**src/rtl/tdm_bt_pkg.sv**
```systemverilog
`timescale 1ns/1ps
package tdm_bt_pkg;

  typedef enum logic [1:0] {
    RATE_2M048 = 2'd0,
    RATE_4M096 = 2'd1,
    RATE_8M192 = 2'd2,
    RATE_ALIAS = 2'd3
  } rate_e;

  // Per-side timing: normalised rate code and log2 of clocks per bit.
  typedef struct packed {
    logic [1:0] rate;
    logic [1:0] cpb_log;
  } side_cfg_t;

  localparam int NUM_SIDES   = 2;
  localparam int SIDE_IN     = 0;
  localparam int SIDE_OUT    = 1;
  localparam int BIT_IN_CH_W = 3;

endpackage

```
**src/rtl/tdm_bt_rate_map.sv**
```systemverilog
`timescale 1ns/1ps
module tdm_bt_rate_map
  import tdm_bt_pkg::*;
(
  input  logic       clk_mode_i,
  input  logic [1:0] in_rate_i,
  input  logic [1:0] out_rate_i,
  output side_cfg_t  in_cfg_o,
  output side_cfg_t  out_cfg_o
);

  logic [1:0] in_n, out_n, fast_n;
  logic       same_rate;

  function automatic logic [1:0] norm_rate(input logic [1:0] r);
    return (r == 2'(RATE_ALIAS)) ? 2'(RATE_8M192) : r;
  endfunction

  always_comb begin
    in_n      = norm_rate(in_rate_i);
    out_n     = norm_rate(out_rate_i);
    same_rate = (in_n == out_n);
    fast_n    = (in_n > out_n) ? in_n : out_n;

    in_cfg_o.rate  = in_n;
    out_cfg_o.rate = out_n;
    if (same_rate) begin
      in_cfg_o.cpb_log  = clk_mode_i ? 2'd0 : 2'd1;
      out_cfg_o.cpb_log = clk_mode_i ? 2'd0 : 2'd1;
    end else begin
      in_cfg_o.cpb_log  = fast_n - in_n;
      out_cfg_o.cpb_log = fast_n - out_n;
    end
  end

endmodule

```
**src/rtl/tdm_bt_fp_detect.sv**
```systemverilog
`timescale 1ns/1ps
module tdm_bt_fp_detect #(
  parameter int PULSE_MAX = 4
) (
  input  logic clk,
  input  logic rst_n,
  input  logic fp_i,
  output logic valid_o,
  output logic gci_o,
  output logic frame_start_o
);

  localparam int RUN_SAT = PULSE_MAX + 1;
  localparam int RUN_W   = $clog2(RUN_SAT + 1);

  logic             fp_q, primed_q, seen_q, valid_q, gci_q;
  logic             fp_d, primed_d, seen_d, valid_d, gci_d;
  logic [RUN_W-1:0] run_q, run_d;
  logic             changed, pulse_ok, frame_start;

  always_comb begin
    changed     = primed_q && (fp_i != fp_q);
    pulse_ok    = seen_q && (run_q <= RUN_W'(PULSE_MAX));
    frame_start = changed && (valid_q ? (fp_q == gci_q) : pulse_ok);

    fp_d     = fp_i;
    primed_d = 1'b1;
    seen_d   = seen_q | changed;
    if (changed)
      run_d = RUN_W'(1);
    else if (run_q == RUN_W'(RUN_SAT))
      run_d = run_q;
    else
      run_d = run_q + 1'b1;
    valid_d = valid_q | frame_start;
    gci_d   = (!valid_q && frame_start) ? fp_q : gci_q;
  end

  always_ff @(posedge clk or negedge rst_n) begin
    if (!rst_n) begin
      fp_q     <= 1'b0;
      primed_q <= 1'b0;
      seen_q   <= 1'b0;
      run_q    <= '0;
      valid_q  <= 1'b0;
      gci_q    <= 1'b0;
    end else begin
      fp_q     <= fp_d;
      primed_q <= primed_d;
      seen_q   <= seen_d;
      run_q    <= run_d;
      valid_q  <= valid_d;
      gci_q    <= gci_d;
    end
  end

  assign valid_o       = valid_q;
  assign gci_o         = gci_q;
  assign frame_start_o = frame_start;

endmodule

```
**src/rtl/tdm_bt_side_ctr.sv**
```systemverilog
`timescale 1ns/1ps
module tdm_bt_side_ctr
  import tdm_bt_pkg::*;
#(
  parameter int BASE_BITS = 256,
  parameter int IDX_W     = 10
) (
  input  logic             clk,
  input  logic             rst_n,
  input  logic             run_i,
  input  logic             restart_i,
  input  side_cfg_t        cfg_i,
  output logic             bnd_o,
  output logic             smp_o,
  output logic [IDX_W-1:0] idx_o
);

  localparam int             PH_W   = 2;
  localparam logic [IDX_W:0] BASE_V = (IDX_W+1)'(BASE_BITS);

  logic [PH_W-1:0]  ph_q, ph_d, ph_last, ph_smp;
  logic [IDX_W-1:0] idx_q, idx_d, idx_last;
  logic [IDX_W:0]   frame_len;
  logic             cnt_en;

  always_comb begin
    frame_len = BASE_V << cfg_i.rate;
    idx_last  = IDX_W'(frame_len - 1'b1);
    ph_last   = PH_W'((3'd1 << cfg_i.cpb_log) - 3'd1);
    ph_smp    = PH_W'((4'd3 << cfg_i.cpb_log) >> 2);
    cnt_en    = restart_i | run_i;

    ph_d  = ph_q;
    idx_d = idx_q;
    if (restart_i) begin
      ph_d  = '0;
      idx_d = '0;
    end else if (ph_q >= ph_last) begin
      ph_d  = '0;
      idx_d = (idx_q >= idx_last) ? '0 : idx_q + 1'b1;
    end else begin
      ph_d = ph_q + 1'b1;
    end
  end

  always_ff @(posedge clk or negedge rst_n) begin
    if (!rst_n) begin
      ph_q  <= '0;
      idx_q <= '0;
    end else if (cnt_en) begin
      ph_q  <= ph_d;
      idx_q <= idx_d;
    end
  end

  assign bnd_o = run_i && (ph_q == '0);
  assign smp_o = run_i && (ph_q == ph_smp);
  assign idx_o = idx_q;

endmodule

```
**src/rtl/tdm_bit_timing.sv**
```systemverilog
`timescale 1ns/1ps
module tdm_bit_timing
  import tdm_bt_pkg::*;
#(
  parameter  int BASE_BITS = 256,
  parameter  int PULSE_MAX = 4,
  localparam int IDX_W     = $clog2(BASE_BITS) + 2,
  localparam int CH_W      = IDX_W - BIT_IN_CH_W
) (
  input  logic                   clk,
  input  logic                   rst_n,
  input  logic                   fp_i,
  input  logic                   clk_mode_i,
  input  logic [1:0]             in_rate_i,
  input  logic [1:0]             out_rate_i,
  output logic                   fmt_valid_o,
  output logic                   fmt_gci_o,
  output logic                   tx_fall_o,
  output logic                   smp_fall_o,
  output logic                   in_bnd_o,
  output logic                   in_smp_o,
  output logic [CH_W-1:0]        in_chan_o,
  output logic [BIT_IN_CH_W-1:0] in_bit_o,
  output logic                   out_tx_o,
  output logic                   out_smp_o,
  output logic [CH_W-1:0]        out_chan_o,
  output logic [BIT_IN_CH_W-1:0] out_bit_o
);

  side_cfg_t        side_cfg [NUM_SIDES];
  logic             side_bnd [NUM_SIDES];
  logic             side_smp [NUM_SIDES];
  logic [IDX_W-1:0] side_idx [NUM_SIDES];
  logic             valid, gci, frame_start;

  tdm_bt_fp_detect #(.PULSE_MAX(PULSE_MAX)) u_detect (
    .clk           (clk),
    .rst_n         (rst_n),
    .fp_i          (fp_i),
    .valid_o       (valid),
    .gci_o         (gci),
    .frame_start_o (frame_start)
  );

  tdm_bt_rate_map u_rate_map (
    .clk_mode_i (clk_mode_i),
    .in_rate_i  (in_rate_i),
    .out_rate_i (out_rate_i),
    .in_cfg_o   (side_cfg[SIDE_IN]),
    .out_cfg_o  (side_cfg[SIDE_OUT])
  );

  for (genvar s = 0; s < NUM_SIDES; s++) begin : g_side
    tdm_bt_side_ctr #(.BASE_BITS(BASE_BITS), .IDX_W(IDX_W)) u_ctr (
      .clk       (clk),
      .rst_n     (rst_n),
      .run_i     (valid),
      .restart_i (frame_start),
      .cfg_i     (side_cfg[s]),
      .bnd_o     (side_bnd[s]),
      .smp_o     (side_smp[s]),
      .idx_o     (side_idx[s])
    );
  end

  assign fmt_valid_o = valid;
  assign fmt_gci_o   = gci;
  assign tx_fall_o   = ~gci;
  assign smp_fall_o  = gci;

  assign in_bnd_o   = side_bnd[SIDE_IN];
  assign in_smp_o   = side_smp[SIDE_IN];
  assign in_chan_o  = side_idx[SIDE_IN][IDX_W-1:BIT_IN_CH_W];
  assign in_bit_o   = side_idx[SIDE_IN][BIT_IN_CH_W-1:0];
  assign out_tx_o   = side_bnd[SIDE_OUT];
  assign out_smp_o  = side_smp[SIDE_OUT];
  assign out_chan_o = side_idx[SIDE_OUT][IDX_W-1:BIT_IN_CH_W];
  assign out_bit_o  = side_idx[SIDE_OUT][BIT_IN_CH_W-1:0];

endmodule

```
**config.mk**
```make
export PLATFORM = sky130hd
export DESIGN_NAME = tdm_bit_timing
export DESIGN_NICKNAME = d
export VERILOG_FILES = /design/src/rtl/tdm_bt_pkg.sv /design/src/rtl/tdm_bt_rate_map.sv /design/src/rtl/tdm_bt_fp_detect.sv /design/src/rtl/tdm_bt_side_ctr.sv /design/src/rtl/tdm_bit_timing.sv
export SDC_FILE = /design/constraint.sdc
export NUM_CORES = 1
export LEC_CHECK = 0
export BUFFER_PORTS_ARGS = -buffer_cell sky130_fd_sc_hd__buf_4
export CAP_MARGIN = 20
export CELL_PAD_IN_SITES_DETAIL_PLACEMENT = 1
export CELL_PAD_IN_SITES_GLOBAL_PLACEMENT = 2
export CORE_UTILIZATION = 30
export CTS_CLUSTER_DIAMETER = 100
export DETAILED_ROUTE_END_ITERATION = 8
export GPL_TIMING_DRIVEN = 0
export HOLD_SLACK_MARGIN = 0.15
export PLACE_DENSITY_LB_ADDON = 0.1
export SYNTH_ARGS = -nofsm -noshare
export SYNTH_HDL_FRONTEND = slang
export SYNTH_SLANG_ARGS = --single-unit
export TNS_END_PERCENT = 100
```
**constraint.sdc**
```tcl
create_clock -name clk -period 2.9 [get_ports clk]
set_input_delay 0.58 -clock clk [delete_from_list [all_inputs] [get_ports clk]]
set_output_delay 0.58 -clock clk [all_outputs]
set_load 0.005 [all_outputs]
```
==> results of run 1 <==
worst register-to-register path, cell delays in order (launching register included):
cell and delay (ns):
dfrtp_1 0.42, inv_1 0.07, ha_1 0.18, nand2b_1 0.17
a41oi_1 0.56, inv_1 0.23, and4b_1 0.28, buf_6 0.14
a221o_1 0.29
kinds of logic (layout without fill, tap and decap cells):
family	Yosys count	count (layout)	share of synthesized area (%)
adder cells (fa/ha/maj)	22	22	12.0
buffers and inverters	31	85	6.07
AO/OA/AOI/OAI	68	68	22.7
XOR/XNOR	6	6	2.30
flip-flops	32	32	35.0
AND/OR/NAND/NOR	86	86	20.4
other	1	1	0.164
multiplexers	3	3	1.31
state kept, by name, summed over array words and instances (netlist names):
register / flops
g_side.u_ctr.ph_q: 4
u_detect.primed_q: 1
g_side.u_ctr.idx_o: 20
u_detect.run_q: 3
u_detect.valid_o: 1
u_detect.fp_q: 1
u_detect.seen_q: 1
u_detect.gci_o: 1
power groups by stage:
stage / sequential (mW) / combinational, mW / clock, mW
finish: 0.758 / 1.40 / 0.478
global route: 0.787 / 1.56 / 0.517
CTS: 0.758 / 1.34 / 0.499
detailed placement: 0.765 / 1.16 / 0
global placement: 0.755 / 1.14 / 0
floorplan: 0.727 / 0.755 / 0
repair_timing:
item / CTS / global route
cloned: 2 / 0
pin swaps: 16 / 8
setup buffers: 6 / 5
setup endpoints to repair: 22 / 23
gates resized for setup: 23 / 20
metal layers:
metal / vias up / global-route usage, % / wire length, um
met5: - / 0 / 0
met1: 1014 / 21.0 / 2960
met4: 0 / 5.92 / 91
met3: 10 / 3.42 / 186
li1: 1019 / - / -
met2: 29 / 28.7 / 3080
cell type report:
| type | instances | area, sq um |
|---|---|---|
| fillers | 833 | 4190 |
| multi-input cells | 186 | 1560 |
| flip-flops and latches | 32 | 801 |
| repair buffers | 46 | 368 |
| well taps | 99 | 124 |
| clock buffers | 7 | 96.3 |
| plain buffers | 13 | 96.3 |
| inverters | 18 | 67.6 |
| clock inverters | 1 | 30.0 |
Yosys cell counts (all sizes together), types with 3 or more instances:
cell type and instances:
a21boi 3, a21o 5, a21oi 6, a221o 4, a22o 12, a311o 7
and2 3, and3 3, buf 9, clkbuf 4, dfrtp 32, ha 22
inv 18, mux2i 3, nand2 20, nand2b 6, nand3 11, nand4 3
nand4b 3, nor2 13, nor2b 3, nor3 4, o21a 3, o21ai 14
o22ai 3, or2 7, or3 3, xor2 5
per-stage QoR:
| stage | TNS [ns] | worst slack [ns] |
|---|---|---|
| after global routing | -8.90 | -0.543 |
| final | -6.44 | -0.446 |
| after detailed placement | -15.98 | -0.852 |
| after global placement | -15.94 | -0.865 |
| after floorplan | -6.55 | -0.506 |
| after CTS | -5.45 | -0.427 |
worst min path at each step:
stage | to | slack (ns) | cells after the start
global route | u_detect.gci_o | 0.26 | 1
CTS | u_detect.gci_o | 0.26 | 1
finish | g_side[1].u_ctr.idx_o[1] | 0.24 | 1
global placement | u_detect.seen_q | 0.51 | 1
detailed placement | u_detect.seen_q | 0.53 | 1
floorplan | g_side[0].u_ctr.idx_o[0] | 0.28 | 0
==> flow_summary.json, run 1 <==
{
  "status": "complete, but fails checks",
  "violations": "negative setup slack",
  "worst_slack_ns": -0.446,
  "first_pass_iters": 4,
  "r2r-end": "g_side[1].u_ctr.idx_o[4]",
  "dp_hpwl_mm": 4.38,
  "power_switching_mw": 0.970,
  "max_stage_delay_ns": 0.31,
  "pin_count": 36,
  "worst_pin_slew_ns": 0.606,
  "crit_slowest_cell": "ha_1",
  "min_period_ns": 3.35,
  "drtIter0Drc": 26,
  "maxCapViolCount": 0,
  "yosysSeqAreaShare_pct": 35.0,
  "grt_use_total_pct": 16.8,
  "r2r_slack_ns": 0.46,
  "ant_nets": 0,
  "finClkSkew_ns": 0.0118,
  "crit_top_cell": "buf_6",
  "cp_top_family": "compound AO/OA/AOI/OAI gates",
  "clock.fmax_ghz": 0.299,
  "grt_start_max_net_pins": 33,
  "async_reset_ff_share_pct": 100,
  "synth_edf_count": 0,
  "cp.required_ns": 3.08,
  "utilization_pct": 42.9,
  "syn_area_per_cell_sq_um": 9.19,
  "timing.final.max_slew_violations": 0,
  "crit_type": "in -> reg",
  "p_comb_share_pct": 53.1,
  "startpoint": "in_rate_i[1]",
  "placed_cells": 383,
  "clock_latency_ns": 0.29,
  "postSynthCellCount": 249,
  "overflow": 0,
  "syn-num-nets": 279,
  "fp.dieW_um": 89.3,
  "drive_gt1_share_pct": 34.3,
  "total_power_mw": 2.63,
  "hold_viol_final": 0,
  "diodes": 0,
  "timing.rr.start": "u_detect.run_q[0]",
  "cp.buffers_inverters": 3,
  "min_path_type": "in -> async",
  "peakVddDrop_uv": 335,
  "path_cells": "buf_8 -> buf_6 -> ha_4 -> nor2b_4 -> o21ai_2 -> nor3_2 -> o21ai_4 -> ha_2 -> xor2_1 -> ha_1 -> a21oi_4 -> a21boi_4 -> and4b_1 -> buf_6 -> a221o_1",
  "placed_cell_area_sq_mm": 0.00271,
  "slew_headroom_pct": 59.1,
  "sw_frac_of_total_pct": 36.9,
  "fp.dieH_um": 89.3,
  "viasPerCell": 5.15,
  "dieArea_sq_mm": 0.00798,
  "cp.arrival_ns": 3.53,
  "final_cells": 402,
  "port_buffers": 35,
  "path_clk_slew_ns": 0.08,
  "synth_top_cell_area_share_pct": 35.0,
  "startpoint_type": "primary input",
  "power.density_mw_per_mm2": 838,
  "syn_area_sq_mm": 0.00229,
  "synth_top_area_cell": "dfrtp_1",
  "first_global_vias": 2159,
  "clock-root-buffer": "clkbuf_8",
  "fin_crit_sh_pct": 115,
  "power.internal_mw": 1.66,
  "synth-main-ff-cell": "dfrtp_1",
  "num_vias": 2072,
  "cts_inserted_buffers": 5,
  "synth_cell_type_count": 51,
  "cp-end-kind": "flip-flop",
  "crit_fanout": 7,
  "drc": 0,
  "cts.sink_count": 32,
  "ys_warn_count": 0,
  "cts_tree": "built",
  "clk_path_buf_depth": 2,
  "ys_top_cells_by_area": "dfrtp_1 35%, ha_1 12%, nand2_1 3.3%, a311o_1 3.1%, o21ai_0 3.1%",
  "row_count": 31,
  "timing.hold.ws_ns": 0.235,
  "synth_seq_cells": 32,
  "leakage_nw": 1.44,
  "routed_wl_mm": 6.31,
  "p_clk_share_pct": 18.1,
  "h-tree-depth": 2,
  "layout_commonest_cell": "buf_4",
  "crit_end": "g_side[1].u_ctr.idx_o[4]",
  "fin_area_sq_mm": 0.00314,
  "final_cell_mix": "43 x buf_4, 32 x dfrtp_1, 19 x nand2_1",
  "r2r_cells": 8,
  "setup_viol": 22,
  "critical_path_depth": 15,
  "nets": 332,
  "area_delta_synth_final_pct": 37.3,
  "avgRoutedWirePerCell_um": 15.7,
  "grt_first_pass_wirelength_mm": 10.3,
  "seq_power_share_pct": 28.8,
  "grt_setup_unrepaired": "true",
  "start_util_pct": 31.2,
  "antenna_found_initial": 0,
  "gp_congestion": 0.740,
  "coreArea_sq_mm": 0.00733,
  "cts_hold_repair.buffers": 0
}
Note: power is estimated with default switching activity, not from simulation.
==> inputs of run 2 (changes only) <==
--- a/config.mk
+++ b/config.mk
@@ -14,7 +14,7 @@
 export DETAILED_ROUTE_END_ITERATION = 8
 export GPL_TIMING_DRIVEN = 0
 export HOLD_SLACK_MARGIN = 0.15
-export PLACE_DENSITY_LB_ADDON = 0.1
+export PLACE_DENSITY = 0.81
 export SYNTH_ARGS = -nofsm -noshare
 export SYNTH_HDL_FRONTEND = slang
 export SYNTH_SLANG_ARGS = --single-unit
==> run 2 against run 1 <==
  * The flow still finishes with violations (negative setup slack)
  * Sequential share of layout area decreased by 0.37 points
  * Non-clock buffer count is 4 higher
  * Sequential power hardly changed
==> flow_summary.json, run 2 (synthesis results as in run 1) <==
{
  "layout_commonest_cell": "buf_4",
  "total_power_mw": 2.67,
  "grt_first_pass_wirelength_mm": 9.83,
  "min_path_type": "in -> async",
  "violations": "negative setup slack",
  "grt_setup_unrepaired": "true",
  "first_global_vias": 2074,
  "drc": 0,
  "power.density_mw_per_mm2": 836,
  "fin_area_sq_mm": 0.00319,
  "hold_viol_final": 0,
  "cp.required_ns": 2.32,
  "largest_reg_flops": 20,
  "wl_met3_um": 185,
  "power.internal_mw": 1.66,
  "p_comb_share_pct": 55.0,
  "fin_crit_sh_pct": 115,
  "cts_inserted_buffers": 5,
  "dieArea_sq_mm": 0.00798,
  "power_switching_mw": 1.00,
  "maxCapViolCount": 0,
  "timing.final.max_slew_violations": 0,
  "leakage_nw": 1.45,
  "port_buffers": 35,
  "ant_nets": 0,
  "clock_latency_ns": 0.29,
  "wl_met1_mm": 2.88,
  "cts_tree": "built",
  "antenna_found_initial": 0,
  "path_clk_slew_ns": 0.08,
  "routed_wl_mm": 6.28,
  "seq_power_share_pct": 28.4,
  "tns_ns": -6.39,
  "clk_path_buf_depth": 2,
  "drive_gt1_share_pct": 36.5,
  "slew_headroom_pct": 58.2,
  "cts.sink_count": 32,
  "grt_use_total_pct": 16.0,
  "final_cell_mix": "45 x buf_4, 32 x dfrtp_1, 19 x nand2_1",
  "crit_type": "in -> out",
  "viasPerCell": 5.19,
  "startpoint_type": "primary input",
  "avgRoutedWirePerCell_um": 15.5,
  "fillers": 830,
  "coreArea_sq_mm": 0.00733,
  "crit_fanout": 3,
  "sw_frac_of_total_pct": 37.6,
  "finClkSkew_ns": 0.00986,
  "worst_slack_ns": -0.447,
  "worst_pin_slew_ns": 0.619,
  "first_pass_iters": 4,
  "pin_count": 36,
  "h-tree-depth": 2,
  "num_vias": 2107,
  "dp_hpwl_mm": 4.25,
  "p_clk_share_pct": 16.7,
  "peakVddDrop_uv": 395,
  "cp.arrival_ns": 2.77,
  "grt_start_max_net_pins": 33,
  "clock-root-buffer": "clkbuf_8",
  "placed_cells": 383,
  "status": "complete, but fails checks",
  "dr.max_layer_used": "met4",
  "min_period_ns": 3.35,
  "drtIter0Drc": 75,
  "overflow": 0,
  "diodes": 0,
  "row_count": 31,
  "setup_viol": 22,
  "cp-end-kind": "primary output",
  "clock.fmax_ghz": 0.299,
  "nets": 336,
  "fp.dieH_um": 89.3,
  "area_delta_synth_final_pct": 39.3,
  "gp_congestion": 0.758,
  "wl_met2_mm": 3.14,
  "fp.dieW_um": 89.3,
  "final_cells": 406,
  "start_util_pct": 31.2,
  "placed_cell_area_sq_mm": 0.00271
}
-- run 2: power by group through the flow --
stage / logic [mW] / registers (mW) / clock network (mW)
after floorplan: 0.755 / 0.727 / 0
after global placement: 1.13 / 0.753 / 0
after detailed placement: 1.16 / 0.760 / 0
after CTS: 1.28 / 0.755 / 0.451
after global routing: 1.62 / 0.788 / 0.471
final: 1.46 / 0.756 / 0.444
-- run 2: metrics by stage --
step / worst slack [ns] / utilization (%) / hold WS, ns
6_report: -0.447 / 43.5 / 0.229
5_1_grt: -0.519 / 43.5 / 0.253
4_1_cts: -0.424 / 40.6 / 0.243
3_5_place_dp: -0.870 / 37.0 / 0.508
3_3_place_gp: -0.837 / 37.0 / 0.506
2_1_floorplan: -0.506 / - / 0.284
-- run 2: critical path: stages --
cell     delay [ns]
buf_8          0.10
buf_6          0.11
ha_4           0.22
nor2b_4        0.13
o21a_1         0.18
or3_1          0.30
a21o_1         0.21
ha_4           0.29
xor2_2         0.16
nand3_1        0.10
mux2i_1        0.23
buf_4          0.16
-- run 2: area by class of cell --
class                      instances  area [sq um]  area share, %
inverter                          18          67.6           2.12
buffer                            13          95.1           2.98
sequential                        32           801           25.1
multi-input combinational        186          1580           49.7
clock inverter                     3          42.5           1.33
timing repair buffer              50           405           12.7
clock buffer                       5          68.8           2.16
tap                               99           124           3.89
-- run 2: timing repair --
item	4_1_cts	5_1_grt
setup buffers	6	7
pin swaps	14	19
gates cloned	1	1
endpoints found under the hold margin	0	0
endpoints found under the setup margin	22	22
gates resized for setup	21	32
hold buffers	0	0
-- run 2: metal layers --
metal | global-route usage, % | vias to the layer above
met4 | 4.33 | 0
li1 | - | 1016
met5 | 0 | -
met3 | 3.14 | 7
met1 | 21.0 | 1051
met2 | 26.9 | 33
-- run 2: path summary, 6_finish.rpt --
check	from	slack, ns	cells past startpoint	to
max	in_rate_i[1]	-0.45	12	in_smp_o
min	rst_n	0.23	1	g_side[1].u_ctr.idx_o[2]
max reg2reg	u_detect.run_q[0]	0.44	8	g_side[1].u_ctr.idx_o[4]
min reg2reg	u_detect.seen_q	0.54	1	u_detect.seen_q
max in group asynchronous	rst_n	2.35	1	g_side[0].u_ctr.ph_q[1]
min in group clk	fp_i	0.43	1	u_detect.fp_q
==> inputs of run 3 (changes only) <==
--- a/config.mk
+++ b/config.mk
@@ -15,6 +15,7 @@
 export GPL_TIMING_DRIVEN = 0
 export HOLD_SLACK_MARGIN = 0.15
 export PLACE_DENSITY = 0.81
+export RECOVER_POWER = 25
 export SYNTH_ARGS = -nofsm -noshare
 export SYNTH_HDL_FRONTEND = slang
 export SYNTH_SLANG_ARGS = --single-unit
==> run 3 against run 2 <==
  * The run ends with max-capacitance violations, max-slew violations, negative setup slack left
  * Sequential share of layout area is 0.059 points higher
  * Hold slack better by 0.24 ns
  * Sequential cell count stayed put
  * Clock power hardly changed
  * Final cell count stayed put
  * Largest cell class unchanged
  * Highest routed layer unchanged
==> flow_summary.json, run 3 (synthesis results as in run 1) <==
{
  "status": "complete, but fails checks",
  "violations": "max-capacitance violations, max-slew violations, negative setup slack",
  "diodes": 0,
  "first_pass_iters": 5,
  "startpoint_type": "primary input",
  "leakage_nw": 1.45,
  "min_path_type": "in -> reg",
  "max_stage_delay_ns": 0.30,
  "layout_commonest_cell": "buf_4",
  "crit_slowest_cell": "or3_1",
  "drc": 0,
  "cts_tree": "built",
  "power.density_mw_per_mm2": 838,
  "grt_use_total_pct": 16.0,
  "port_buffers": 35,
  "cp-end-kind": "primary output",
  "worst_pin_slew_ns": 1.86,
  "cp.arrival_ns": 2.77,
  "gp_congestion": 0.758,
  "overflow": 0,
  "r2r_slack_ns": 0.44,
  "whs_path_depth": 1,
  "dp_slack_ns": -0.870,
  "nets": 336,
  "cp.required_ns": 2.32,
  "area_delta_synth_final_pct": 39.0,
  "grt_busiest_layer": "met2",
  "met2_usage_pct": 26.9,
  "clock-root-buffer": "clkbuf_8",
  "startpoint": "in_rate_i[1]",
  "finClkSkew_ns": 0.00989,
  "grtUsageMet3_pct": 3.14,
  "drtIter0Drc": 89,
  "placed_cells": 383,
  "crit_top_cell": "ha_4",
  "crit_type": "in -> out",
  "met1_usage_pct": 21.0,
  "tns_ns": -6.37,
  "cts_inserted_buffers": 5,
  "slew_headroom_pct": -24.3,
  "num_vias": 2117,
  "avgRoutedWirePerCell_um": 15.5,
  "dp_hpwl_mm": 4.25,
  "first_global_vias": 2074,
  "dieArea_sq_mm": 0.00798,
  "fillers": 830,
  "maxCapViolCount": 1,
  "clk_path_buf_depth": 2,
  "fp.dieH_um": 89.3,
  "fin_crit_sh_pct": 115,
  "r2r-end": "g_side[1].u_ctr.idx_o[4]",
  "path_cells": "buf_8 -> buf_6 -> ha_4 -> nor2b_4 -> o21a_1 -> or3_1 -> a21o_1 -> ha_4 -> xor2_2 -> nand3_1 -> mux2i_1 -> buf_4",
  "pin_count": 36,
  "path_clk_slew_ns": 0.08,
  "peakVddDrop_uv": 395,
  "largest_reg_flops": 20,
  "grt_first_pass_wirelength_mm": 9.83,
  "viasPerCell": 5.21,
  "antenna_found_initial": 0,
  "crit_fanout": 3,
  "r2r_cells": 8,
  "clock.fmax_ghz": 0.299,
  "grt_start_max_net_pins": 33,
  "grt_setup_unrepaired": "true",
  "clock_latency_ns": 0.29,
  "drive_gt1_share_pct": 35.8,
  "ant_nets": 0,
  "setup_viol": 22,
  "h-tree-depth": 2,
  "timing.final.max_slew_violations": 33,
  "hp-start": "fp_i",
  "min_period_ns": 3.35,
  "coreArea_sq_mm": 0.00733,
  "fp.dieW_um": 89.3,
  "final_cells": 406,
  "cts.sink_count": 32,
  "whs_endpoint": "u_detect.fp_q",
  "worst_slack_ns": -0.447,
  "row_count": 31,
  "timing.rr.start": "u_detect.run_q[0]",
  "final_cell_mix": "43 x buf_4, 32 x dfrtp_1, 19 x nand2_1",
  "start_util_pct": 31.2,
  "hold_viol_final": 0,
  "routed_wl_mm": 6.30
}
[run 3: changes by cell type in the layout (fill, tap and decap cells not counted)]
cell      delta
buf_4        -2
clkbuf_1     +2
[run 3: worst max-delay path, delay by kind of cell]
kind	cells	cell delay (ns)
AO/OA/AOI/OAI	2	0.39
AND/OR/NAND/NOR	3	0.53
buffers and inverters	3	0.37
multiplexers	1	0.23
adder cells (fa/ha/maj)	2	0.51
XOR/XNOR	1	0.16
[run 3: stage by stage]
stage	hold slack, ns	instance area, sq um	power, mW	utilization, %
after floorplan	0.284	2330	1.48	-
after global placement	0.506	2710	1.88	37.0
after detailed placement	0.508	2710	1.92	37.0
after CTS	0.243	2980	2.49	40.6
after global routing	0.471	3180	2.87	43.4
final	0.473	3180	2.67	43.4
[run 3: timing repair]
action | CTS | global route
endpoints found under the setup margin | 22 | 22
pin swaps | 14 | 19
gates resized for setup | 21 | 32
buffers inserted | 6 | 7
hold buffers | 0 | 0
cloned | 1 | 1
[run 3: report_power, final]
| part | switching (mW) | leakage (nW) | internal, mW | total [mW] |
|---|---|---|---|---|
| combinational | 0.637 | 0.996 | 0.828 | 1.47 |
| clock | 0.191 | 0.0541 | 0.254 | 0.445 |
| sequential | 0.178 | 0.397 | 0.578 | 0.756 |
[run 3: routing by layer]
metal	wire, um	vias up
met4	72	0
met1	2860	1055
met5	0	-
met3	227	7
met2	3140	40
li1	-	1015
[run 3: area by class of cell]
class,count,area [sq um],share of cell area [%]
Buffer,13,95.1,2.99
Tap cell,99,124,3.89
Clock buffer,5,68.8,2.16
Timing Repair Buffer,50,398,12.5
Inverter,18,67.6,2.12
Multi-Input combinational cell,186,1580,49.8
Clock inverter,3,42.5,1.34
Sequential cell,32,801,25.2
[run 3: how the worst max path moves through the flow]
| stage | to | cells past startpoint |
|---|---|---|
| final | in_smp_o | 12 |
| after floorplan | g_side[0].u_ctr.idx_o[6] | 14 |
| after detailed placement | g_side[0].u_ctr.idx_o[6] | 15 |
| after global placement | g_side[0].u_ctr.idx_o[6] | 15 |
| after CTS | in_smp_o | 12 |
| after global routing | in_smp_o | 12 |
